--- config.mk ---
export PLATFORM = sky130hd
export DESIGN_NAME = cdr_loop_filter
export DESIGN_NICKNAME = d
export VERILOG_FILES = /design/src/rtl/cdr_loop_pkg.sv /design/src/rtl/cdr_vote_decim.sv /design/src/rtl/cdr_gain_shift.sv /design/src/rtl/cdr_sat_add.sv /design/src/rtl/cdr_loop_filter.sv
export SDC_FILE = /design/constraint.sdc
export NUM_CORES = 1
export LEC_CHECK = 0
export BUFFER_PORTS_ARGS = -buffer_cell sky130_fd_sc_hd__buf_2
export CAP_MARGIN = 5
export CELL_PAD_IN_SITES_DETAIL_PLACEMENT = 0
export CELL_PAD_IN_SITES_GLOBAL_PLACEMENT = 2
export CORE_UTILIZATION = 32
export DETAILED_ROUTE_END_ITERATION = 10
export GPL_TIMING_DRIVEN = 0
export HOLD_SLACK_MARGIN = 0.06
export PLACE_DENSITY = 0.79
export SLEW_MARGIN = 20
export SYNTH_ARGS = -nofsm -noshare
export SYNTH_HDL_FRONTEND = slang
export SYNTH_SLANG_ARGS = --single-unit
--- constraint.sdc ---
create_clock -name clk -period 5.8 [get_ports clk]
set_input_delay 0 -clock clk [delete_from_list [all_inputs] [get_ports clk]]
set_output_delay 0 -clock clk [all_outputs]
set_load 0.005 [all_outputs]
--- src/rtl/cdr_loop_pkg.sv ---
package cdr_loop_pkg;

    typedef enum logic {
        MODE_TX = 1'b0,
        MODE_RX = 1'b1
    } link_mode_e;

endpackage

--- src/rtl/cdr_vote_decim.sv ---
module cdr_vote_decim #(
    parameter int WORD_W = 16,
    parameter int DECIM  = 8,
    parameter int VOTE_W = 3
) (
    input  logic [WORD_W-1:0]        data_i,
    input  logic [WORD_W-1:0]        edge_i,
    output logic signed [VOTE_W-1:0] vote_o
);
    localparam int NVOTE = WORD_W / DECIM;

    logic [NVOTE-1:0] early;
    logic [NVOTE-1:0] late;

    // Alexander detector at each decimated position
    for (genvar k = 0; k < NVOTE; k++) begin : g_pos
        localparam int P = k * DECIM;
        logic trans;
        assign trans    = data_i[P] ^ data_i[P+1];
        assign early[k] = trans & (edge_i[P] == data_i[P]);
        assign late[k]  = trans & (edge_i[P] == data_i[P+1]);
    end

    always_comb begin
        vote_o = '0;
        for (int k = 0; k < NVOTE; k++) begin
            vote_o = vote_o + VOTE_W'(early[k]) - VOTE_W'(late[k]);
        end
    end
endmodule

--- src/rtl/cdr_gain_shift.sv ---
module cdr_gain_shift #(
    parameter int IN_W  = 3,
    parameter int OUT_W = 10,
    parameter int SH_W  = 3
) (
    input  logic signed [IN_W-1:0]  val_i,
    input  logic [SH_W-1:0]         sh_i,
    output logic signed [OUT_W-1:0] val_o
);
    logic signed [OUT_W-1:0] ext;

    always_comb begin
        ext   = {{(OUT_W-IN_W){val_i[IN_W-1]}}, val_i};
        val_o = ext <<< sh_i;
    end
endmodule

--- src/rtl/cdr_sat_add.sv ---
module cdr_sat_add #(
    parameter int ACC_W  = 16,
    parameter int STEP_W = 10
) (
    input  logic signed [ACC_W-1:0]  acc_i,
    input  logic signed [STEP_W-1:0] step_i,
    output logic signed [ACC_W-1:0]  acc_o
);
    localparam logic signed [ACC_W-1:0] ACC_MAX = {1'b0, {(ACC_W-1){1'b1}}};
    localparam logic signed [ACC_W-1:0] ACC_MIN = {1'b1, {(ACC_W-1){1'b0}}};

    logic signed [ACC_W:0] sum;

    always_comb begin
        sum = {acc_i[ACC_W-1], acc_i}
            + {{(ACC_W+1-STEP_W){step_i[STEP_W-1]}}, step_i};
        if (sum[ACC_W] != sum[ACC_W-1]) begin
            acc_o = sum[ACC_W] ? ACC_MIN : ACC_MAX;
        end else begin
            acc_o = sum[ACC_W-1:0];
        end
    end
endmodule

--- src/rtl/cdr_loop_filter.sv ---
module cdr_loop_filter #(
    parameter int WORD_W = 16,
    parameter int DECIM  = 8,
    parameter int SH_W   = 3,
    parameter int ACC_W  = 16,
    parameter int FCW_W  = 20
) (
    input  logic                  clk,
    input  logic                  rst_n,
    input  logic                  rx_mode_i,
    input  logic [WORD_W-1:0]     data_i,
    input  logic [WORD_W-1:0]     edge_i,
    input  logic [FCW_W-1:0]      fcw_i,
    input  logic [SH_W-1:0]       kp_shift_i,
    input  logic [SH_W-1:0]       ki_shift_i,
    output logic [FCW_W-1:0]      slow_word_o,
    output logic signed [$clog2(WORD_W/DECIM+1)+2**SH_W-1:0] fast_adj_o
);
    import cdr_loop_pkg::*;

    localparam int NVOTE  = WORD_W / DECIM;
    localparam int VOTE_W = $clog2(NVOTE + 1) + 1;
    localparam int STEP_W = VOTE_W + 2**SH_W - 1;

    typedef struct packed {
        logic signed [VOTE_W-1:0] vote;
        logic signed [ACC_W-1:0]  integ;
        logic signed [STEP_W-1:0] prop;
        logic [FCW_W-1:0]         slow;
    } loop_state_t;

    loop_state_t st_d, st_q;

    logic signed [VOTE_W-1:0] vote_w;
    logic signed [STEP_W-1:0] prop_w;
    logic signed [STEP_W-1:0] istep_w;
    logic signed [ACC_W-1:0]  integ_sat_w;
    link_mode_e               mode;

    assign mode = link_mode_e'(rx_mode_i);

    cdr_vote_decim #(.WORD_W(WORD_W), .DECIM(DECIM), .VOTE_W(VOTE_W)) u_vote (
        .data_i (data_i),
        .edge_i (edge_i),
        .vote_o (vote_w)
    );

    cdr_gain_shift #(.IN_W(VOTE_W), .OUT_W(STEP_W), .SH_W(SH_W)) u_kp (
        .val_i (st_q.vote),
        .sh_i  (kp_shift_i),
        .val_o (prop_w)
    );

    cdr_gain_shift #(.IN_W(VOTE_W), .OUT_W(STEP_W), .SH_W(SH_W)) u_ki (
        .val_i (st_q.vote),
        .sh_i  (ki_shift_i),
        .val_o (istep_w)
    );

    cdr_sat_add #(.ACC_W(ACC_W), .STEP_W(STEP_W)) u_acc (
        .acc_i  (st_q.integ),
        .step_i (istep_w),
        .acc_o  (integ_sat_w)
    );

    always_comb begin
        st_d      = st_q;
        st_d.vote = vote_w;
        if (mode == MODE_RX) begin
            st_d.integ = integ_sat_w;
            st_d.prop  = prop_w;
            st_d.slow  = fcw_i + {{(FCW_W-ACC_W){integ_sat_w[ACC_W-1]}}, integ_sat_w};
        end else begin
            st_d.integ = '0;
            st_d.prop  = '0;
            st_d.slow  = fcw_i;
        end
    end

    always_ff @(posedge clk) begin
        if (!rst_n) begin
            st_q <= '0;
        end else begin
            st_q <= st_d;
        end
    end

    assign slow_word_o = st_q.slow;
    assign fast_adj_o  = st_q.prop;
endmodule

==> out/summary.txt <==
status - complete, no violations
GRT Overall Usage - 16.2%
fraction of layout cells with a size suffix above 1 - 24.0%
Hold Path Cell Cnt - 3
yosys warns - 0
worst r2r path cells - 23
number of distinct library cells after synthesis - 67
final setup fails - 0
VDD IR-drop max - 0.000123 V
Hold Path Class - input pin to flop
final net count - 673
CP Launch Point - st_q[48]$_SDFF_PN0_
worst slew pin tran - 0.775 ns
final core occ - 40.5%
Inserted Diodes - 0
Boundary Pins - 91
setup TNS - 0 ns
number of flops mapped to enable cells by yosys - 0
cells after synthesis - 487
num rows - 40
Initial Utilization - 33.0%
Initial DRT Pass Iterations - 4
Slew Viols, Final - 0
Post-synth ARST share - 0%
DR iter-0 viols - 107
Clock Sinks - 49
Mapped Area - 0.00400 mm^2
worst clock skew - 0.0101 ns
Syn Nets - 586
average wire per standard cell - 13.6 um
startpoint types - flop
DIE HEIGHT - 114 um
Pwr Total - 1.09 mW
Place WS - -0.0890 ns
number of H-tree levels - 2
Power per Cell Area - 223 mW/mm^2
register bit total from synthesis - 49
Placed Area - 0.00451 mm^2
total CTS buffers - 5
WHS - 0.0720 ns
grt ovf - 0
DR vias - 3650
critical path arrival - 5.66 ns
FMAX - 0.183 GHz
final non-filler cell total - 743
Detail Route Antenna Nets - 0
placed cell count - 716
Via-to-Cell Ratio - 4.91
full die area - 0.0129 mm^2
sequential element share of the synthesized area - 24.5%
root buf cell - clkbuf_16
Worst Path Max Fanout - 11
CTS tree - done
Syn Area/Cell - 8.21 um^2
core area - 0.0121 mm^2
area grow syn2layout - 22.6%
max-cap violations - 0
clock transition at the registers of the reported paths - 0.07 ns
clock tree buffer depth - 2
initial antenna violation count - 0
unrepaired setup endpoints after global routing - no
port bufs - 61
Worst Slack Setup Final - 0.326 ns
DR DRC count - 0
first-pass GRT wire length - 16400 um
Fin. Hold Viols - 0
DPL Wire Length - 7800 um
clk_lat worst skew - 0.30 ns
fin crit period - 5.47 ns
Synth Flop Type - dfxtp_1
Hold Startpoint - fcw_i[18]
largest net degree at the start of global routing - 15
Slew HR - 48.3%
WS Path Type - flop to flop
GPL Wtd Cong - 0.794
fin area - 0.00490 mm^2
via count of the first global-routing pass - 3440
Chip Width - 114 um
CP Capture Type - flop
R2R Path Start - st_q[48]$_SDFF_PN0_
Leak - 2.22 nW
Post-Route WL - 10100 um
fin crit share - 94.4%
Worst Path Required - 5.99 ns
==> state kept, by name (all words and copies together), names as in the netlist <==
name         flops
slow_word_o     20
st_q            19
fast_adj_o      10
==> critical path, stage by stage (launching register included) <==
cell	delay [ns]
dfxtp_4	0.43
nor2b_2	0.22
a21oi_1	0.06
o22a_1	0.20
nor2_1	0.12
ha_1	0.30
a211oi_2	0.27
o211ai_1	0.22
nand4_1	0.17
nand3_1	0.14
or4_4	0.45
o21ai_4	0.15
buf_6	0.19
a21oi_1	0.05
ha_1	0.21
fa_1	0.42
a21o_1	0.22
a221oi_4	0.35
o2111ai_2	0.21
a21oi_4	0.22
o21ai_2	0.09
a2111oi_4	0.40
o21ai_0	0.10
nor3b_2	0.16
==> worst paths after layout <==
path	slack (ns)	to
worst max-delay path	0.33	slow_word_o[18]$_SDFF_PN0_
worst min-delay path	0.07	slow_word_o[18]$_SDFF_PN0_
worst max register to register	0.33	slow_word_o[18]$_SDFF_PN0_
worst min register to register	0.57	fast_adj_o[0]$_SDFF_PP0_
==> final cells by class <==
class,count,area [um^2]
Fill cell,1264,7210
Multi-Input combinational cell,367,2650
Sequential cell,49,987
Timing Repair Buffer,82,508
Buffer,50,318
Tap cell,168,210
Clock buffer,7,153
Inverter,19,71.3
Clock inverter,1,5.00
==> power breakdown <==
group	switching, mW	internal, mW
Clock	0.132	0.183
Sequential	0.0148	0.363
Combinational	0.212	0.186
Total	0.358	0.733
==> metal layers <==
layer  global-route usage, %  wire length (um)
met5                       0                 0
met4                    4.65                65
met3                    3.40               404
met2                    26.5              4580
met1                    21.5              5020
==> cells by family (layout without fill, tap and decap cells) <==
kind of cell | Yosys count | in the layout | synth area share [%]
AOI/OAI and AO/OA | 153 | 153 | 26.9
xor gates and xnor gates | 24 | 24 | 5.26
adders and majority gates | 38 | 38 | 12.5
buffers and inverters | 71 | 159 | 9.80
DFF | 49 | 49 | 24.5
muxes | 16 | 16 | 4.04
and+or+nand+nor | 136 | 136 | 17.0
==> synth_stat cells, drive strengths merged, types with 12 or more instances <==
master / n / share of area, %
a21o: 12 / 2.3
nor2: 48 / 4.5
buf: 38 / 6.7
clkbuf: 14 / 1.3
o21ai: 26 / 3.7
nor3: 14 / 2.0
mux2i: 15 / 3.8
nand2: 27 / 2.5
a211oi: 21 / 4.2
xnor2: 13 / 2.8
ha: 35 / 11
a21oi: 46 / 6.0
dfxtp: 49 / 25
inv: 17 / 1.6
==> cell usage in the layout (no fill, tap or decap), types with 7 or more instances in the layout <==
master and n:
dlygate4sd3_1 18, xnor2_1 13, nand3_1 11, dfxtp_1 46, o21ai_0 22, xor2_1 11
a21oi_1 45, a21o_1 12, buf_4 34, nor2_1 48, nand2_1 27, a31oi_1 7
a211oi_1 19, inv_1 17, buf_2 65, mux2i_1 14, clkbuf_1 11, nand2b_1 7
ha_1 35, nor3_1 12
==> repair_timing <==
| item | CTS | global route |
|---|---|---|
| setup buffers | 0 | 3 |
| hold buffers | 18 | 0 |
| endpoints found under the setup margin | 1 | 9 |
| gates cloned | 0 | 0 |
| gates resized for setup | 2 | 9 |
| pin swaps | 0 | 3 |
| endpoints found under the hold margin | 18 | 0 |
Note: power is estimated with default switching activity, not from simulation.
